<file path="src/rtl/ptn_pkg.sv">
package ptn_pkg;
  localparam int DW  = 8;
  localparam int MCW = 8;
  localparam int FLW = 3;
  localparam int F_CONTENT = 0;
  localparam int F_OVERRUN = 1;
  localparam int F_LENGTH  = 2;

  typedef struct packed {
    logic [FLW-1:0] flags;
    logic [DW-1:0]  resid;
    logic [MCW-1:0] mism;
  } rpt_t;
endpackage

</file>
<file path="src/rtl/ptn_gen.sv">
module ptn_gen
  import ptn_pkg::*;
#(
  parameter logic [DW-1:0] RELOAD = 8'd200,
  parameter logic [DW-1:0] MARKER = 8'h3E,
  parameter logic [DW-1:0] MASK   = 8'hEF
) (
  input  logic          clk_i,
  input  logic          rst_ni,
  input  logic          ready_i,
  output logic          valid_o,
  output logic [DW-1:0] data_o
);
  logic [DW-1:0] cnt_q;

  assign valid_o = 1'b1;
  assign data_o  = (cnt_q == '0) ? MARKER : (cnt_q & MASK);

  always_ff @(posedge clk_i or negedge rst_ni) begin
    if (!rst_ni)      cnt_q <= '0;
    else if (ready_i) cnt_q <= (cnt_q == '0) ? RELOAD : cnt_q - DW'(1);
  end


  first_data_chk: assert property (@(posedge clk_i) disable iff (!rst_ni)
    (ready_i && data_o == MARKER) |=> data_o == (RELOAD & MASK));

  hold_chk: assert property (@(posedge clk_i) disable iff (!rst_ni)
    !ready_i |=> $stable(data_o));

  no_alias_chk: assert property (@(posedge clk_i) disable iff (!rst_ni)
    (data_o != MARKER) |-> (data_o[5:0] != MARKER[5:0]));
endmodule

</file>
<file path="src/rtl/ptn_mark_det.sv">
module ptn_mark_det
  import ptn_pkg::*;
#(
  parameter logic [DW-1:0] MARKER = 8'h3E,
  parameter int            CMP_W  = 6
) (
  input  logic [DW-1:0] data_i,
  output logic          is_mark_o
);
  assign is_mark_o = (data_i[CMP_W-1:0] == MARKER[CMP_W-1:0]);
endmodule

</file>
<file path="src/rtl/ptn_chk.sv">
module ptn_chk
  import ptn_pkg::*;
#(
  parameter logic [DW-1:0] RELOAD = 8'd200,
  parameter logic [DW-1:0] MASK   = 8'hEF,
  parameter int            EW     = 16
) (
  input  logic          clk_i,
  input  logic          rst_ni,
  input  logic          valid_i,
  input  logic [DW-1:0] data_i,
  input  logic          is_mark_i,
  output logic          rpt_valid_o,
  output rpt_t          rpt_o,
  output logic [EW-1:0] err_periods_o
);
  localparam int PERIOD = int'(RELOAD) + 1;
  localparam int CW     = $clog2(PERIOD + 1) + 1;

  logic           synced_q;
  logic [DW-1:0]  exp_q;
  logic [CW-1:0]  bcnt_q;
  logic [1:0]     flags_q;
  logic [MCW-1:0] mism_q;

  logic           acc_mark, acc_data, len_bad, ovr, miss;
  logic [FLW-1:0] close_flags;

  always_comb begin
    acc_mark    = valid_i & is_mark_i;
    acc_data    = valid_i & ~is_mark_i & synced_q;
    len_bad     = (bcnt_q != CW'(PERIOD));
    close_flags = {len_bad, flags_q};
    ovr         = (exp_q == '0);
    miss        = |((data_i ^ exp_q) & MASK);
  end

  always_ff @(posedge clk_i or negedge rst_ni) begin
    if (!rst_ni) begin
      synced_q      <= 1'b0;
      exp_q         <= '0;
      bcnt_q        <= '0;
      flags_q       <= '0;
      mism_q        <= '0;
      rpt_valid_o   <= 1'b0;
      rpt_o         <= '0;
      err_periods_o <= '0;
    end else begin
      rpt_valid_o <= 1'b0;
      if (acc_mark) begin
        synced_q <= 1'b1;
        exp_q    <= RELOAD;
        flags_q  <= '0;
        mism_q   <= '0;
        bcnt_q   <= CW'(1);
        if (synced_q && |close_flags) begin
          rpt_valid_o   <= 1'b1;
          rpt_o.flags   <= close_flags;
          rpt_o.resid   <= exp_q + DW'(1);
          rpt_o.mism    <= mism_q;
          err_periods_o <= err_periods_o + EW'(1);
        end
      end else if (acc_data) begin
        if (bcnt_q != '1) bcnt_q <= bcnt_q + CW'(1);
        flags_q <= flags_q | {ovr, miss};
        if (miss && mism_q != '1) mism_q <= mism_q + MCW'(1);
        exp_q <= ovr ? '0 : exp_q - DW'(1);
      end
    end
  end


  rpt_nonzero_chk: assert property (@(posedge clk_i) disable iff (!rst_ni)
    rpt_valid_o |-> (rpt_o.flags != '0));

  err_step_chk: assert property (@(posedge clk_i) disable iff (!rst_ni)
    rpt_valid_o |-> (err_periods_o == $past(err_periods_o) + EW'(1)));

  presync_chk: assert property (@(posedge clk_i) disable iff (!rst_ni)
    !synced_q |=> !rpt_valid_o);

  mism_sat_chk: assert property (@(posedge clk_i) disable iff (!rst_ni)
    (acc_data && mism_q == '1) |=> (mism_q == '1));

  exp_floor_chk: assert property (@(posedge clk_i) disable iff (!rst_ni)
    (acc_data && exp_q == '0) |=> (exp_q == '0 && flags_q[F_OVERRUN]));
endmodule

</file>
<file path="src/rtl/ptn_lb.sv">
module ptn_lb
  import ptn_pkg::*;
#(
  parameter logic [DW-1:0] RELOAD = 8'd200,
  parameter logic [DW-1:0] MARKER = 8'h3E,
  parameter logic [DW-1:0] MASK   = 8'hEF,
  parameter int            EW     = 16
) (
  input  logic           clk_i,
  input  logic           rst_ni,
  input  logic           gen_ready_i,
  output logic           gen_valid_o,
  output logic [DW-1:0]  gen_data_o,
  input  logic           chk_valid_i,
  input  logic [DW-1:0]  chk_data_i,
  output logic           rpt_valid_o,
  output logic [FLW-1:0] rpt_flags_o,
  output logic [DW-1:0]  rpt_resid_o,
  output logic [MCW-1:0] rpt_mism_o,
  output logic [EW-1:0]  err_periods_o
);
  logic is_mark;
  rpt_t rpt;

  ptn_gen #(.RELOAD(RELOAD), .MARKER(MARKER), .MASK(MASK)) u_gen (
    .clk_i   (clk_i),
    .rst_ni  (rst_ni),
    .ready_i (gen_ready_i),
    .valid_o (gen_valid_o),
    .data_o  (gen_data_o)
  );

  ptn_mark_det #(.MARKER(MARKER), .CMP_W(6)) u_det (
    .data_i    (chk_data_i),
    .is_mark_o (is_mark)
  );

  ptn_chk #(.RELOAD(RELOAD), .MASK(MASK), .EW(EW)) u_chk (
    .clk_i         (clk_i),
    .rst_ni        (rst_ni),
    .valid_i       (chk_valid_i),
    .data_i        (chk_data_i),
    .is_mark_i     (is_mark),
    .rpt_valid_o   (rpt_valid_o),
    .rpt_o         (rpt),
    .err_periods_o (err_periods_o)
  );

  assign rpt_flags_o = rpt.flags;
  assign rpt_resid_o = rpt.resid;
  assign rpt_mism_o  = rpt.mism;
endmodule

</file>
<file path="config.mk">
export PLATFORM = sky130hd
export DESIGN_NAME = ptn_lb
export DESIGN_NICKNAME = d
export VERILOG_FILES = /design/src/rtl/ptn_pkg.sv /design/src/rtl/ptn_gen.sv /design/src/rtl/ptn_mark_det.sv /design/src/rtl/ptn_chk.sv /design/src/rtl/ptn_lb.sv
export SDC_FILE = /design/constraint.sdc
export NUM_CORES = 1
export LEC_CHECK = 0
export BUFFER_PORTS_ARGS = -buffer_cell sky130_fd_sc_hd__buf_2
export CAP_MARGIN = 30
export CORE_ASPECT_RATIO = 1.1
export CORE_MARGIN = 1
export CORE_UTILIZATION = 40
export DETAILED_ROUTE_END_ITERATION = 10
export GPL_ROUTABILITY_DRIVEN = 0
export PLACE_DENSITY_LB_ADDON = 0.05
export SLEW_MARGIN = 20
export SYNTH_ARGS = -nofsm -noshare
export SYNTH_HDL_FRONTEND = slang
export SYNTH_SLANG_ARGS = --single-unit
export TNS_END_PERCENT = 10
</file>
<file path="constraint.sdc">
create_clock -name clk_i -period 2.38 [get_ports clk_i]
set_clock_uncertainty 0.05 [all_clocks]
set_input_delay 0.119 -clock clk_i [delete_from_list [all_inputs] [get_ports clk_i]]
set_output_delay 0.119 -clock clk_i [all_outputs]
set_load 0.01 [all_outputs]
</file>
Word-level counts from Yosys, hierarchy flattened
Cells that the tools add are included.

Flip-flop bits (word level): 72. Latch bits: 0. RAM bits: 0. Memory bits (read-only): 0. Input bits: 12. Output and inout port bits: 45. Word-level logic and storage cells: 54. Memories: 0.

$add $sub $neg: 6. Multiply operators: 0. Div/mod/pow operators: 0. Magnitude comparators: 0. Equal/unequal tests: 4. Shift-type cells: 0. Muxes and demuxes: 15. Bitwise operators: 6. Reduce and logical (&&, ||, !) cells: 12.

Operators by type and width (number): $mux W8 (8); $mux W9 (3); $add A16 B1 Y16 const B (1); $add A8 B1 Y8 const B (2); $logic_not A8 Y1 (2); $sub A8 B1 Y8 const B (2); $add A9 B1 Y9 const B (1); $ne A9 B8 Y1 const B (1); $ne A9 B9 Y1 const B (1); $ne A8 B8 Y1 const B (1); $xor A8 B8 Y8 (1); $reduce_or A7 Y1 (1); $eq A6 B6 Y1 const B (1); $reduce_and A2 Y1 (3); $reduce_bool A2 Y1 (3); $mux W2 (2); $and A1 B1 Y1 (3); $reduce_or A3 Y1 (1); $logic_and A1 B1 Y1 (2); $mux W1 (2); $or A2 B2 Y2 (1); $not A1 Y1 (1).

Depth between registers and ports, before layout
Word-level depth: 6. Depth in mapped cells: 9. Mapped depth without buffers: 8.

Modules after synthesis
Synthesis repeated with hierarchy kept, for this count alone.

Cells, all modules: 356. Area total of the unflattened synthesis: 3682.3 um^2.

By module, submodules not included: ptn_chk (times used 1, cells each 294, area each 3136.8 um^2, sequential area each 1601.5 um^2); ptn_gen (times used 1, cells each 60, area each 526.8 um^2, sequential area each 200.2 um^2); ptn_mark_det (times used 1, cells each 2, area each 18.8 um^2, sequential area each 0.0 um^2).

Least setup slack after synthesis
No wires, ideal clock.

Path type: register to register. Start point: reg u_chk.bcnt_q[0]. End point: reg u_chk.bcnt_q[7]. Library setup time: 0.078 ns. Data arrival time: 1.818 ns. Data required time: 2.252 ns. Setup slack: 0.434 ns. Cell stages (with the launch flop): 9. Buffers on the path: 0. Clock period less this slack: 1.946 ns. Path through: dfrtp_1 -> ha_1 -> nand3_1 -> nor2_1 -> ha_1 -> nor2_4 -> nand4_1 -> or3_1 -> a21oi_1.

Word-level cells in the longest chain between the ends: 4. Elaborated cells on any way between the ends: 7. Classes of those cells: add/sub (1); eq/ne (1); mux (3); reduce/logical (2).

Ends and longest elaborated chain: start: declaration (RTL line ptn_chk.sv:22) `logic [CW-1:0] bcnt_q;`; start signal: assignment (RTL line ptn_chk.sv:64) `if (bcnt_q != '1) bcnt_q <= bcnt_q + CW'(1);`; $add A9 B1 Y9 (RTL line ptn_chk.sv:64); $mux W9 (RTL line ptn_chk.sv:64); $mux W9 (RTL line ptn_chk.sv:63) `end else if (acc_data) begin`; $mux W9 (RTL line ptn_chk.sv:50) `if (acc_mark) begin`.

Parallel ways exist; a longest one is shown, timed or not. The select of a mux whose other input is x is not followed. A chain may end at the register's enable or synchronous reset.

Worst setup path after layout
Start point: reg u_gen.cnt_q[3]. End point: out gen_data_o[1].

Word-level cells in the longest chain between the ends: 2.

Ends and longest elaborated chain: start: declaration (RTL line ptn_gen.sv:14) `logic [DW-1:0] cnt_q;`; start signal: assignment (RTL line ptn_gen.sv:21) `else if (ready_i) cnt_q <= (cnt_q == '0) ? RELOAD : cnt_q - DW'(1);`; $logic_not A8 Y1 (RTL line ptn_gen.sv:17) `assign data_o = (cnt_q == '0) ? MARKER : (cnt_q & MASK);`; $mux W8 (RTL line ptn_gen.sv:17); end: declaration (RTL line ptn_lb.sv:13) `output logic [DW-1:0] gen_data_o,`.

Every way passes these cells.

==> run metrics <==
result of the run=finished, final reports clean; Yosys Warn Count=0; Worst setup startpoint=u_gen.cnt_q[3]$_DFFE_PN0P_; first-pass GRT wire length=12.3 mm; Boundary Pins=57; maximum fanout count along the critical path=12; clock period minus final worst setup slack=2.23 ns; transition time at the pin with the least slew margin=0.677 ns; TritonCTS buffer count=9; TritonCTS clock tree=built; Final Max Slew Viols=0; Final nets=441; delay of the slowest critical-path stage=0.61 ns; routed wire length=7.32 mm; required time of the critical path=2.21 ns; antenna violations before repair=0; #FFs+latches synth=72; commonest non-fill, non-tap cells in the layout=sky130_fd_sc_hd__dfrtp_1, sky130_fd_sc_hd__nand2_1, sky130_fd_sc_hd__buf_2, sky130_fd_sc_hd__xnor2_1, sky130_fd_sc_hd__nor2_1; syn_nets=387; count of cell instances traversed by the critical path=5; Initial Util=41.6%; Mapped Area=0.00353 mm2; number of enable flip-flop cells after synthesis=0; Cell variety after synth=44; Die H=101 um; area of the die=0.00922 mm2; share of cells above drive strength 1=21.0%; clock share of power=27.7%; path type of the worst min-delay path=in -> reg; headroom to the max-slew limit=54.4%; post-DR wirelength/cell=13.7 um; diode count=0; register-to-register path setup slack=0.26 ns; RSZ-0062 raised after global routing=false; Detail Placement HPWL=5.30 mm; input/output buffers=55; drc violations=0; Internal=2.39 mW; switching part of the total power=33.4%; vias per std cell=5.11; Syn Inst Count=366; r2r startpoint=u_chk.bcnt_q[0]$_DFFE_PN0P_; Highest Clock Rate=449 MHz; total routing usage reported by global routing=17.3%; layout overhead on the synthesized area=17.0%; share of power burned in combinational logic=22.8%; overall power=3.59 mW; count of final setup violators=0; arrival time at the worst endpoint=2.06 ns; total count of hold-check failures in the final report=0; kind of capture point of the worst setup path=output pin; Post-CTS Repair Setup Buffers=0; vias in the first global route=2516; Post-DRT Antenna Nets=0; synthesized area per cell=9.66 um2; share of synthesized registers carrying an async set or reset=100%; maximum number of pins on one net before global-route repair=40; clk root buf=sky130_fd_sc_hd__clkbuf_8; endpoint of the worst register-to-register path=u_chk.bcnt_q[7]$_DFFE_PN0P_; num rows=35; sequential-to-total area share from yosys stat=51.0%; buffers from clock root to sink, at most=2; crit path capture=gen_data_o[1]; portion of the clock cycle consumed by the worst path in the final layout=93.6%; total number of H-tree levels=3; worst slack on hold paths=0.0992 ns; Buffers & Inverters on Critical Path=2; Reg clk slew, reported paths=0.07 ns; width of the die=91.6 um; CP startpoint kind=flip-flop; net switching component of the power=1.20 mW; critical path's top delay family=simple AND/OR/NAND/NOR gates; post-detailed-placement cell area=0.00391 mm2; Pwr per Cell Area=868 mW/mm2; Setup CP Type=reg -> out; share of Yosys cell area claimed by the top area cell type=51.0%; main area contributors after synthesis=sky130_fd_sc_hd__dfrtp_1, sky130_fd_sc_hd__xnor2_1, sky130_fd_sc_hd__nand2_1, sky130_fd_sc_hd__xor2_1, sky130_fd_sc_hd__ha_1; Final Core Density=48.7%; via count=2732; CP cell instances=or4_1 > nor4b_2 > buf_4 > or2_2 > buf_2; part of the power in registers=49.5%; most instantiated flip-flop cell in the synthesis netlist=sky130_fd_sc_hd__dfrtp_1; top cell type by total area after synthesis=sky130_fd_sc_hd__dfrtp_1; sum of negative setup slack=0 ns; grt total ovfl=0; VDD IR max=353 uV; clock net sink count=72; commonest non-fill, non-tap cell in the layout=sky130_fd_sc_hd__dfrtp_1; worst-case reg-to-reg path depth=8; total iterations of the first detailed-routing run=4; Core ar.=0.00850 mm2; DRC violation total after the first TritonRoute iteration=67; Max Cap Viol=0; total leakage power=2.00 nW; clock latency reported for the late side of the worst-skew pair=0.34 ns; cell with the biggest individual delay on the critical path=sky130_fd_sc_hd__or4_1; fin area=0.00414 mm2
-- synthesized netlist by cell type (2+ instances only) --
master / number
sky130_fd_sc_hd__o31ai_1: 6
sky130_fd_sc_hd__nor3_1: 8
sky130_fd_sc_hd__and3_1: 8
sky130_fd_sc_hd__and2_1: 4
sky130_fd_sc_hd__or3_1: 7
sky130_fd_sc_hd__xor2_1: 13
sky130_fd_sc_hd__nand3_1: 19
sky130_fd_sc_hd__nand2_1: 58
sky130_fd_sc_hd__inv_1: 7
sky130_fd_sc_hd__nor4_1: 4
sky130_fd_sc_hd__o21a_1: 3
sky130_fd_sc_hd__a21oi_1: 18
sky130_fd_sc_hd__and4_1: 2
sky130_fd_sc_hd__or2_2: 5
sky130_fd_sc_hd__xnor2_1: 25
sky130_fd_sc_hd__nand2b_1: 3
sky130_fd_sc_hd__dfrtp_1: 72
sky130_fd_sc_hd__ha_1: 9
sky130_fd_sc_hd__clkbuf_1: 7
sky130_fd_sc_hd__a32o_1: 2
sky130_fd_sc_hd__nand4_1: 8
sky130_fd_sc_hd__o21ai_0: 20
sky130_fd_sc_hd__buf_2: 11
sky130_fd_sc_hd__nor2_1: 23
sky130_fd_sc_hd__buf_4: 2
sky130_fd_sc_hd__or4b_1: 2
sky130_fd_sc_hd__or4_1: 3
-- repair_timing --
| action | CTS | global route |
|---|---|---|
| hold buffers | 2 | 0 |
| endpoints found under the hold margin | 22 | 0 |
| resized for setup | 0 | 0 |
-- cell type report --
cell class / instances / area [um2]
Timing Repair Buffer: 64 / 360
Fill cell: 840 / 4360
Inverter: 8 / 30.0
Tap cell: 111 / 139
Multi-Input combinational cell: 265 / 1600
Clock inverter: 4 / 52.6
Sequential cell: 72 / 1800
Clock buffer: 11 / 151
-- through the flow --
stage / std cells / setup slack, ns
2_1_floorplan: 366 / 0.434
3_3_place_gp: 518 / 0.322
3_5_place_dp: 518 / 0.252
4_1_cts: 535 / 0.134
5_1_grt: 535 / 0.0479
6_report: 535 / 0.153
-- sequential cells by signal, indices dropped and copies added (netlist names) --
register             flops
u_chk.exp_q              8
u_gen.cnt_q              8
u_chk.bcnt_q             9
u_chk.rpt_o             19
u_chk.synced_q           1
u_chk.err_periods_o     16
u_chk.mism_q             8
u_chk.flags_q            2
u_chk.rpt_valid_o        1
-- worst reg2reg max path, stage by stage (launching register included) --
cell	delay [ns]
sky130_fd_sc_hd__dfrtp_1	0.42
sky130_fd_sc_hd__ha_1	0.26
sky130_fd_sc_hd__nand3_1	0.10
sky130_fd_sc_hd__nor2_1	0.05
sky130_fd_sc_hd__ha_1	0.21
sky130_fd_sc_hd__nor2_4	0.21
sky130_fd_sc_hd__nand4_1	0.23
sky130_fd_sc_hd__or3_1	0.39
sky130_fd_sc_hd__a21oi_1	0.14
-- how the worst min path moves through the flow --
stage,startpoint,slack [ns],end,cells past startpoint
after floorplan,rst_ni,-0.23,u_chk.bcnt_q[0]$_DFFE_PN0P_,0
after global placement,rst_ni,0.08,u_gen.cnt_q[4]$_DFFE_PN0P_,1
after detailed placement,rst_ni,0.09,u_gen.cnt_q[5]$_DFFE_PN0P_,1
after CTS,chk_data_i[0],0.09,u_chk.mism_q[5]$_DFFE_PN0P_,3
after global routing,chk_data_i[0],0.11,u_chk.mism_q[3]$_DFFE_PN0P_,3
final,chk_data_i[0],0.1,u_chk.mism_q[5]$_DFFE_PN0P_,3
-- power groups by stage --
stage	clock [mW]	sequential (mW)	combinational, mW
finish	0.996	1.78	0.819
global route	1.07	1.82	0.949
CTS	1.02	1.77	0.834
detailed placement	0	1.79	0.828
global placement	0	1.79	0.808
floorplan	0	1.64	0.715
-- layer usage --
metal,share of wire (%),global-route usage [%]
met3,3.6,2.87
met5,0,0
met4,1.8,7.69
met1,49,24.1
met2,45,26.5
-- cells by family after synthesis --
| group | share of synthesized area (%) |
|---|---|
| simple gates | 23.7 |
| compound gates | 8.64 |
| xor+xnor | 9.42 |
| other cells | 0.106 |
| flops | 51.0 |
| buf+inv | 3.72 |
| fa+ha+maj | 3.19 |
| mux | 0.283 |
(Power assumes the default switching activity.)
